**src/rtl/rrh_pkg.sv**
```systemverilog
package rrh_pkg;

    localparam int IDX_W  = 5;
    localparam int DATA_W = 32;
    localparam int LANES  = 2;

    typedef struct packed {
        logic              vld;
        logic [IDX_W-1:0]  idx;
        logic [DATA_W-1:0] val;
    } hist_entry_t;

    typedef enum logic [1:0] {
        RS_IDLE = 2'd0,
        RS_SRC2 = 2'd1,
        RS_SRC1 = 2'd2,
        RS_NULL = 2'd3
    } rs_state_e;

    function automatic hist_entry_t make_entry(logic [IDX_W-1:0] idx, logic [DATA_W-1:0] val);
        hist_entry_t e;
        e.vld = 1'b1;
        e.idx = idx;
        e.val = val;
        return e;
    endfunction

endpackage

```
**src/rtl/rrh_lane.sv**
```systemverilog
module rrh_lane
    import rrh_pkg::*;
#(
    parameter int DEPTH = 10
) (
    input  logic              clk,
    input  logic              rst,
    input  logic              push,
    input  logic              pop,
    input  logic [IDX_W-1:0]  in_idx,
    input  logic [DATA_W-1:0] in_val,
    output hist_entry_t       head
);

    hist_entry_t slot [DEPTH];

    always_ff @(posedge clk) begin
        if (rst) begin
            for (int i = 0; i < DEPTH; i++) slot[i] <= '0;
        end else if (push) begin
            slot[0] <= make_entry(in_idx, in_val);
            for (int i = 1; i < DEPTH; i++) slot[i] <= slot[i-1];
        end else if (pop) begin
            for (int i = 0; i < DEPTH - 1; i++) slot[i] <= slot[i+1];
            slot[DEPTH-1] <= '0;
        end
    end

    assign head = slot[0];

endmodule

```
**src/rtl/rrh_ctrl.sv**
```systemverilog
module rrh_ctrl
    import rrh_pkg::*;
#(
    parameter int DEPTH = 10,
    parameter int CNT_W = 5
) (
    input  logic             clk,
    input  logic             rst,
    input  logic             issue_valid,
    input  logic             rb_req,
    input  logic [CNT_W-1:0] rb_count,
    output logic             push,
    output logic             pop,
    output logic             restoring,
    output logic             phase_src1,
    output logic             busy,
    output logic             clamp_err
);

    localparam int FILL_W = $clog2(DEPTH + 1);

    rs_state_e         state_q;
    logic [FILL_W-1:0] fill_q;
    logic [FILL_W-1:0] left_q;
    logic              err_q;
    logic              over;
    logic [FILL_W-1:0] req_k;

    always_comb begin
        over  = rb_count > CNT_W'(fill_q);
        req_k = over ? fill_q : FILL_W'(rb_count);
    end

    assign busy       = (state_q != RS_IDLE);
    assign restoring  = (state_q == RS_SRC2) || (state_q == RS_SRC1);
    assign phase_src1 = (state_q == RS_SRC1);
    assign pop        = (state_q == RS_SRC1);
    assign push       = (state_q == RS_IDLE) && issue_valid && !rb_req;
    assign clamp_err  = err_q;

    always_ff @(posedge clk) begin
        if (rst) begin
            state_q <= RS_IDLE;
            fill_q  <= '0;
            left_q  <= '0;
            err_q   <= 1'b0;
        end else begin
            err_q <= 1'b0;
            unique case (state_q)
                RS_IDLE: begin
                    if (rb_req) begin
                        err_q  <= over;
                        left_q <= req_k;
                        state_q <= (req_k == '0) ? RS_NULL : RS_SRC2;
                    end else if (push && (fill_q != FILL_W'(DEPTH))) begin
                        fill_q <= fill_q + 1'b1;
                    end
                end
                RS_SRC2: state_q <= RS_SRC1;
                RS_SRC1: begin
                    fill_q  <= fill_q - 1'b1;
                    left_q  <= left_q - 1'b1;
                    state_q <= (left_q == FILL_W'(1)) ? RS_IDLE : RS_SRC2;
                end
                RS_NULL: state_q <= RS_IDLE;
                default: state_q <= RS_IDLE;
            endcase
        end
    end

endmodule

```
**src/rtl/rrh_buffer.sv**
```systemverilog
module rrh_buffer
    import rrh_pkg::*;
#(
    parameter int DEPTH = 10,
    parameter int CNT_W = $clog2(DEPTH + 1) + 1
) (
    input  logic              clk,
    input  logic              rst,
    input  logic              issue_valid,
    input  logic [IDX_W-1:0]  s1_idx,
    input  logic [DATA_W-1:0] s1_val,
    input  logic [IDX_W-1:0]  s2_idx,
    input  logic [DATA_W-1:0] s2_val,
    input  logic              rb_req,
    input  logic [CNT_W-1:0]  rb_count,
    output logic              busy,
    output logic              clamp_err,
    output logic              wr_en,
    output logic [IDX_W-1:0]  wr_idx,
    output logic [DATA_W-1:0] wr_data
);

    logic push, pop, restoring, phase_src1;

    logic [IDX_W-1:0]  lane_idx [LANES];
    logic [DATA_W-1:0] lane_val [LANES];
    hist_entry_t       lane_head [LANES];
    hist_entry_t       pick;

    assign lane_idx[0] = s1_idx;
    assign lane_val[0] = s1_val;
    assign lane_idx[1] = s2_idx;
    assign lane_val[1] = s2_val;

    rrh_ctrl #(.DEPTH(DEPTH), .CNT_W(CNT_W)) u_ctrl (
        .clk         (clk),
        .rst         (rst),
        .issue_valid (issue_valid),
        .rb_req      (rb_req),
        .rb_count    (rb_count),
        .push        (push),
        .pop         (pop),
        .restoring   (restoring),
        .phase_src1  (phase_src1),
        .busy        (busy),
        .clamp_err   (clamp_err)
    );

    for (genvar g = 0; g < LANES; g++) begin : g_lane
        rrh_lane #(.DEPTH(DEPTH)) u_lane (
            .clk    (clk),
            .rst    (rst),
            .push   (push),
            .pop    (pop),
            .in_idx (lane_idx[g]),
            .in_val (lane_val[g]),
            .head   (lane_head[g])
        );
    end

    // Source 2 is restored before source 1 of the same instruction.
    assign pick    = phase_src1 ? lane_head[0] : lane_head[1];
    assign wr_en   = restoring && pick.vld;
    assign wr_idx  = pick.idx;
    assign wr_data = pick.val;

endmodule

```
**config.mk**
```make
export PLATFORM = sky130hd
export DESIGN_NAME = rrh_buffer
export DESIGN_NICKNAME = d
export VERILOG_FILES = /design/src/rtl/rrh_pkg.sv /design/src/rtl/rrh_lane.sv /design/src/rtl/rrh_ctrl.sv /design/src/rtl/rrh_buffer.sv
export SDC_FILE = /design/constraint.sdc
export NUM_CORES = 2
export LEC_CHECK = 0
export ABC_AREA = 0
export BUFFER_PORTS_ARGS = -buffer_cell sky130_fd_sc_hd__buf_2
export CAP_MARGIN = 5
export CELL_PAD_IN_SITES_DETAIL_PLACEMENT = 1
export CELL_PAD_IN_SITES_GLOBAL_PLACEMENT = 1
export CORE_UTILIZATION = 40
export CTS_BUF_LIST = sky130_fd_sc_hd__clkbuf_8
export CTS_CLUSTER_DIAMETER = 40
export CTS_CLUSTER_SIZE = 12
export DETAILED_ROUTE_END_ITERATION = 8
export PLACE_DENSITY_LB_ADDON = 0.1
export REMOVE_ABC_BUFFERS = 1
export SLEW_MARGIN = 20
export SYNTH_ARGS = -nofsm -noshare
export SYNTH_HDL_FRONTEND = slang
export SYNTH_SLANG_ARGS = --single-unit
```
**constraint.sdc**
```tcl
create_clock -name clk -period 21.7 [get_ports clk]
set_clock_uncertainty 0.1 [all_clocks]
set_input_delay 4.34 -clock clk [delete_from_list [all_inputs] [get_ports clk]]
set_output_delay 4.34 -clock clk [all_outputs]
set_load 0.05 [all_outputs]
```
==> summary.md <==
| Metric | Value |
|---|---|
| Synth warn | `0` |
| Initial Util | `40.52%` |
| DRT iter0 DRCs | `1589` |
| Min-delay src | `g_lane[0].u_lane.slot[0][312]` |
| Count leader, synth | `nand2_1` |
| Net count, final | `3423` |
| Largest family of logic cells by synthesized area | `simple AND/OR/NAND/NOR gates` |
| Worst skew pair latency | `0.79 ns` |
| Xor-xnor portion of the synthesized cell area | `0.07579%` |
| Simple-gate portion of the synthesized area | `16.72%` |
| Place WS | `12.53 ns` |
| Rows | `107` |
| CP Max Fanout | `81` |
| Critical Path RT | `22.00 ns` |
| Final setup violation count | `0` |
| DRC | `0` |
| TritonCTS clock tree | `yes` |
| R2r endpoint | `g_lane[0].u_lane.slot[0][12]` |
| Final slew viol count | `0` |
| Most area-consuming cells after synthesis | `edfxtp_1, nand2_1, a21oi_1, buf_6, clkbuf_1` |
| CP max stage cell | `buf_4` |
| Via count | `23469` |
| Synth cell count leaders | `nand2_1, edfxtp_1, a21oi_1` |
| Core box area | `0.08555 mm²` |
| Drt pass-1 iters | `5` |
| Arrival time worst endpoint | `8.49 ns` |
| Tcrit/Tclk final | `37.75%` |
| Initial antenna violation count | `3` |
| HPWL after DPL | `38890 µm` |
| Largest area contributor in the netlist | `edfxtp_1` |
| Postcts setup bufs | `0` |
| Kind of critical path | `input pin to flip-flop` |
| Die width | `296.4 µm` |
| Clock transition at the registers of the reported paths | `0.06 ns` |
| Antenna-violating nets left | `0` |
| Share of cells above drive strength 1 | `11.95%` |
| Netlist cell types | `41` |
| Synth Area in Compound Gates | `10.37%` |
| CP peak stage delay | `0.93 ns` |
| CTS Hold Bufs | `0` |
| Congestion Overflow GR | `0` |
| Fin. Hold Viols | `0` |
| Setup TNS | `0 ns` |
| Pleak | `13.80 nW` |
| Number of vias per cell | `5.119` |
| Asr flop ratio synth | `0%` |
| Status | `complete, no violations` |
| Routed wire length | `75570 µm` |
| Reg2reg path depth | `8` |
| Max Cap Viol | `0` |
| Io pins | `123` |
| Syn avg cell area | `10.59 µm²` |
| Finished Layout Cells | `4585` |
| PD cells | `122.5 mW/mm²` |
| Die Ht | `296.4 µm` |
| Worst setup margin | `13.51 ns` |
| Clk buf depth | `3` |
| Area growth syn-to-layout | `11.05%` |
| Post-synth EDFFs | `760` |
| Peak Freq | `122.1 MHz` |
| Worst-margin pin slew | `1.251 ns` |
| IO Port Bufs | `122` |
| Sequential element share of the synthesized area | `66.46%` |
| Most used DFF post-synth | `edfxtp_1` |
| RD Place Congestion | `0.7210` |
| Post-CTS sizing | `0` |
| Worst Hold End | `g_lane[0].u_lane.slot[0][350]` |
| Hold path depth | `1` |
| Post-synthesis cell count | `3275` |
| Total CTS buffers | `144` |
| Post-synthesis mux area share | `1.404%` |
| DP Cell Count | `4323` |
| Synth top area share | `65.83%` |
| Die ar. | `0.08785 mm²` |
| Clock sinks | `771` |
| Register bit total from synthesis | `771` |
| Vias in the first global route | `24909` |
| Peak VDD IR | `0.05924 mV` |
| Adder-cell share of the synthesized area | `0.5269%` |
| Rel. slew slack | `16.57%` |
| Largest net degree at the start of global routing | `260` |
| Most frequent CP cell | `buf_4` |
| Crit path capture type | `flip-flop` |
| R2R setup slack | `16.40 ns` |
| H-tree Lvls | `4` |
| Type of element launching the critical path | `input pin` |
| Mapped Area | `0.03467 mm²` |
| Reg2Reg Launch Point | `u_ctrl.state_q[0]` |
| Global-route wire length before repair | `124800 µm` |
| WL/cell | `16.48 µm` |
| Fin crit period | `8.191 ns` |
| Worst hold path class | `flip-flop to flip-flop` |
| Crit-path cells | `buf_2, nor2_1, nand2_4, buf_4, buf_4, buf_4` |
| Root buffer cell | `clkbuf_8` |
| Unrepaired setup endpoints after global routing | `false` |
| GRT Total Usage | `17.28%` |
-- state kept, by name, summed over array words and instances, names as in the netlist --
register            cells
u_ctrl.clamp_err        1
u_ctrl.state_q          2
u_ctrl.fill_q           4
u_ctrl.left_q           4
g_lane.u_lane.slot    760
-- layout by cell type, fill, tap and decap left out, types with 14 or more instances in the layout --
cell type and n:
clkinv_2 24, edfxtp_1 760, buf_2 122, mux2_2 37, inv_1 39, clkbuf_8 148
buf_4 14, clkinvlp_4 18, a21oi_1 688, and2_1 76, nand2_1 1370, clkinv_1 17
-- worst max-delay path, delay by kind of cell --
family,cells,cell delay (ns)
buffers and inverters,4,3.01
and+or+nand+nor,2,0.93
-- power breakdown --
part           leakage [nW]  switching [mW]  internal, mW
combinational          4.02           0.699         0.225
sequential             8.23           0.198          2.14
clock                  1.56           0.660         0.791
-- final cells by class --
type	instances	area, µm²
inverters	14	52.55
repair buffers	147	890.9
clock inverters	111	904.6
well taps	1144	1431
diodes	2	5.005
multi-input cells	2248	10140
clock buffers	148	2037
fillers	9335	47050
flip-flops and latches	771	23040
-- cell families (layout without fill, tap and decap cells) --
logic type                 Yosys count  count (layout)
other                                0               2
DFF                                771             771
buffers and inverters              256             420
AOI/OAI and AO/OA                  710             710
xor gates and xnor gates             3               3
adders and majority gates           14              14
muxes                               44              44
and+or+nand+nor                   1477            1477
-- stage by stage --
| stage | cell area (µm²) | util (%) | hold WS [ns] | total power, mW |
|---|---|---|---|---|
| finish | 38500 | 45.00 | 0.4469 | 4.716 |
| global route | 38500 | 45.00 | 0.4647 | 5.000 |
| CTS | 38450 | 44.94 | 0.4484 | 4.801 |
| detailed placement | 35500 | 41.50 | 0.4419 | 3.317 |
| global placement | 35500 | 41.50 | 0.4335 | 3.262 |
| floorplan | 33180 | - | 0.3854 | 3.413 |
-- worst max-delay path by stage --
stage,slack [ns],end,cells past startpoint,from
after floorplan,1.08,g_lane[0].u_lane.slot[0][0],3,rb_req
final,13.51,g_lane[0].u_lane.slot[0][12],6,rst
after global routing,13.21,g_lane[0].u_lane.slot[0][12],6,rst
after global placement,12.70,g_lane[0].u_lane.slot[0][102],6,rst
after CTS,13.39,g_lane[0].u_lane.slot[0][26],6,rst
after detailed placement,12.53,g_lane[0].u_lane.slot[0][26],6,rst
-- metal layers --
layer / share of wire (%) / global-route usage [%] / routed length, µm
met1: 47 / 22.85 / 35180
met2: 48 / 28.25 / 36520
met3: 3.2 / 3.609 / 2432
met4: 1.9 / 5.821 / 1416
met5: 0.017 / 0 / 13
Power figures use the tool's default switching activity.
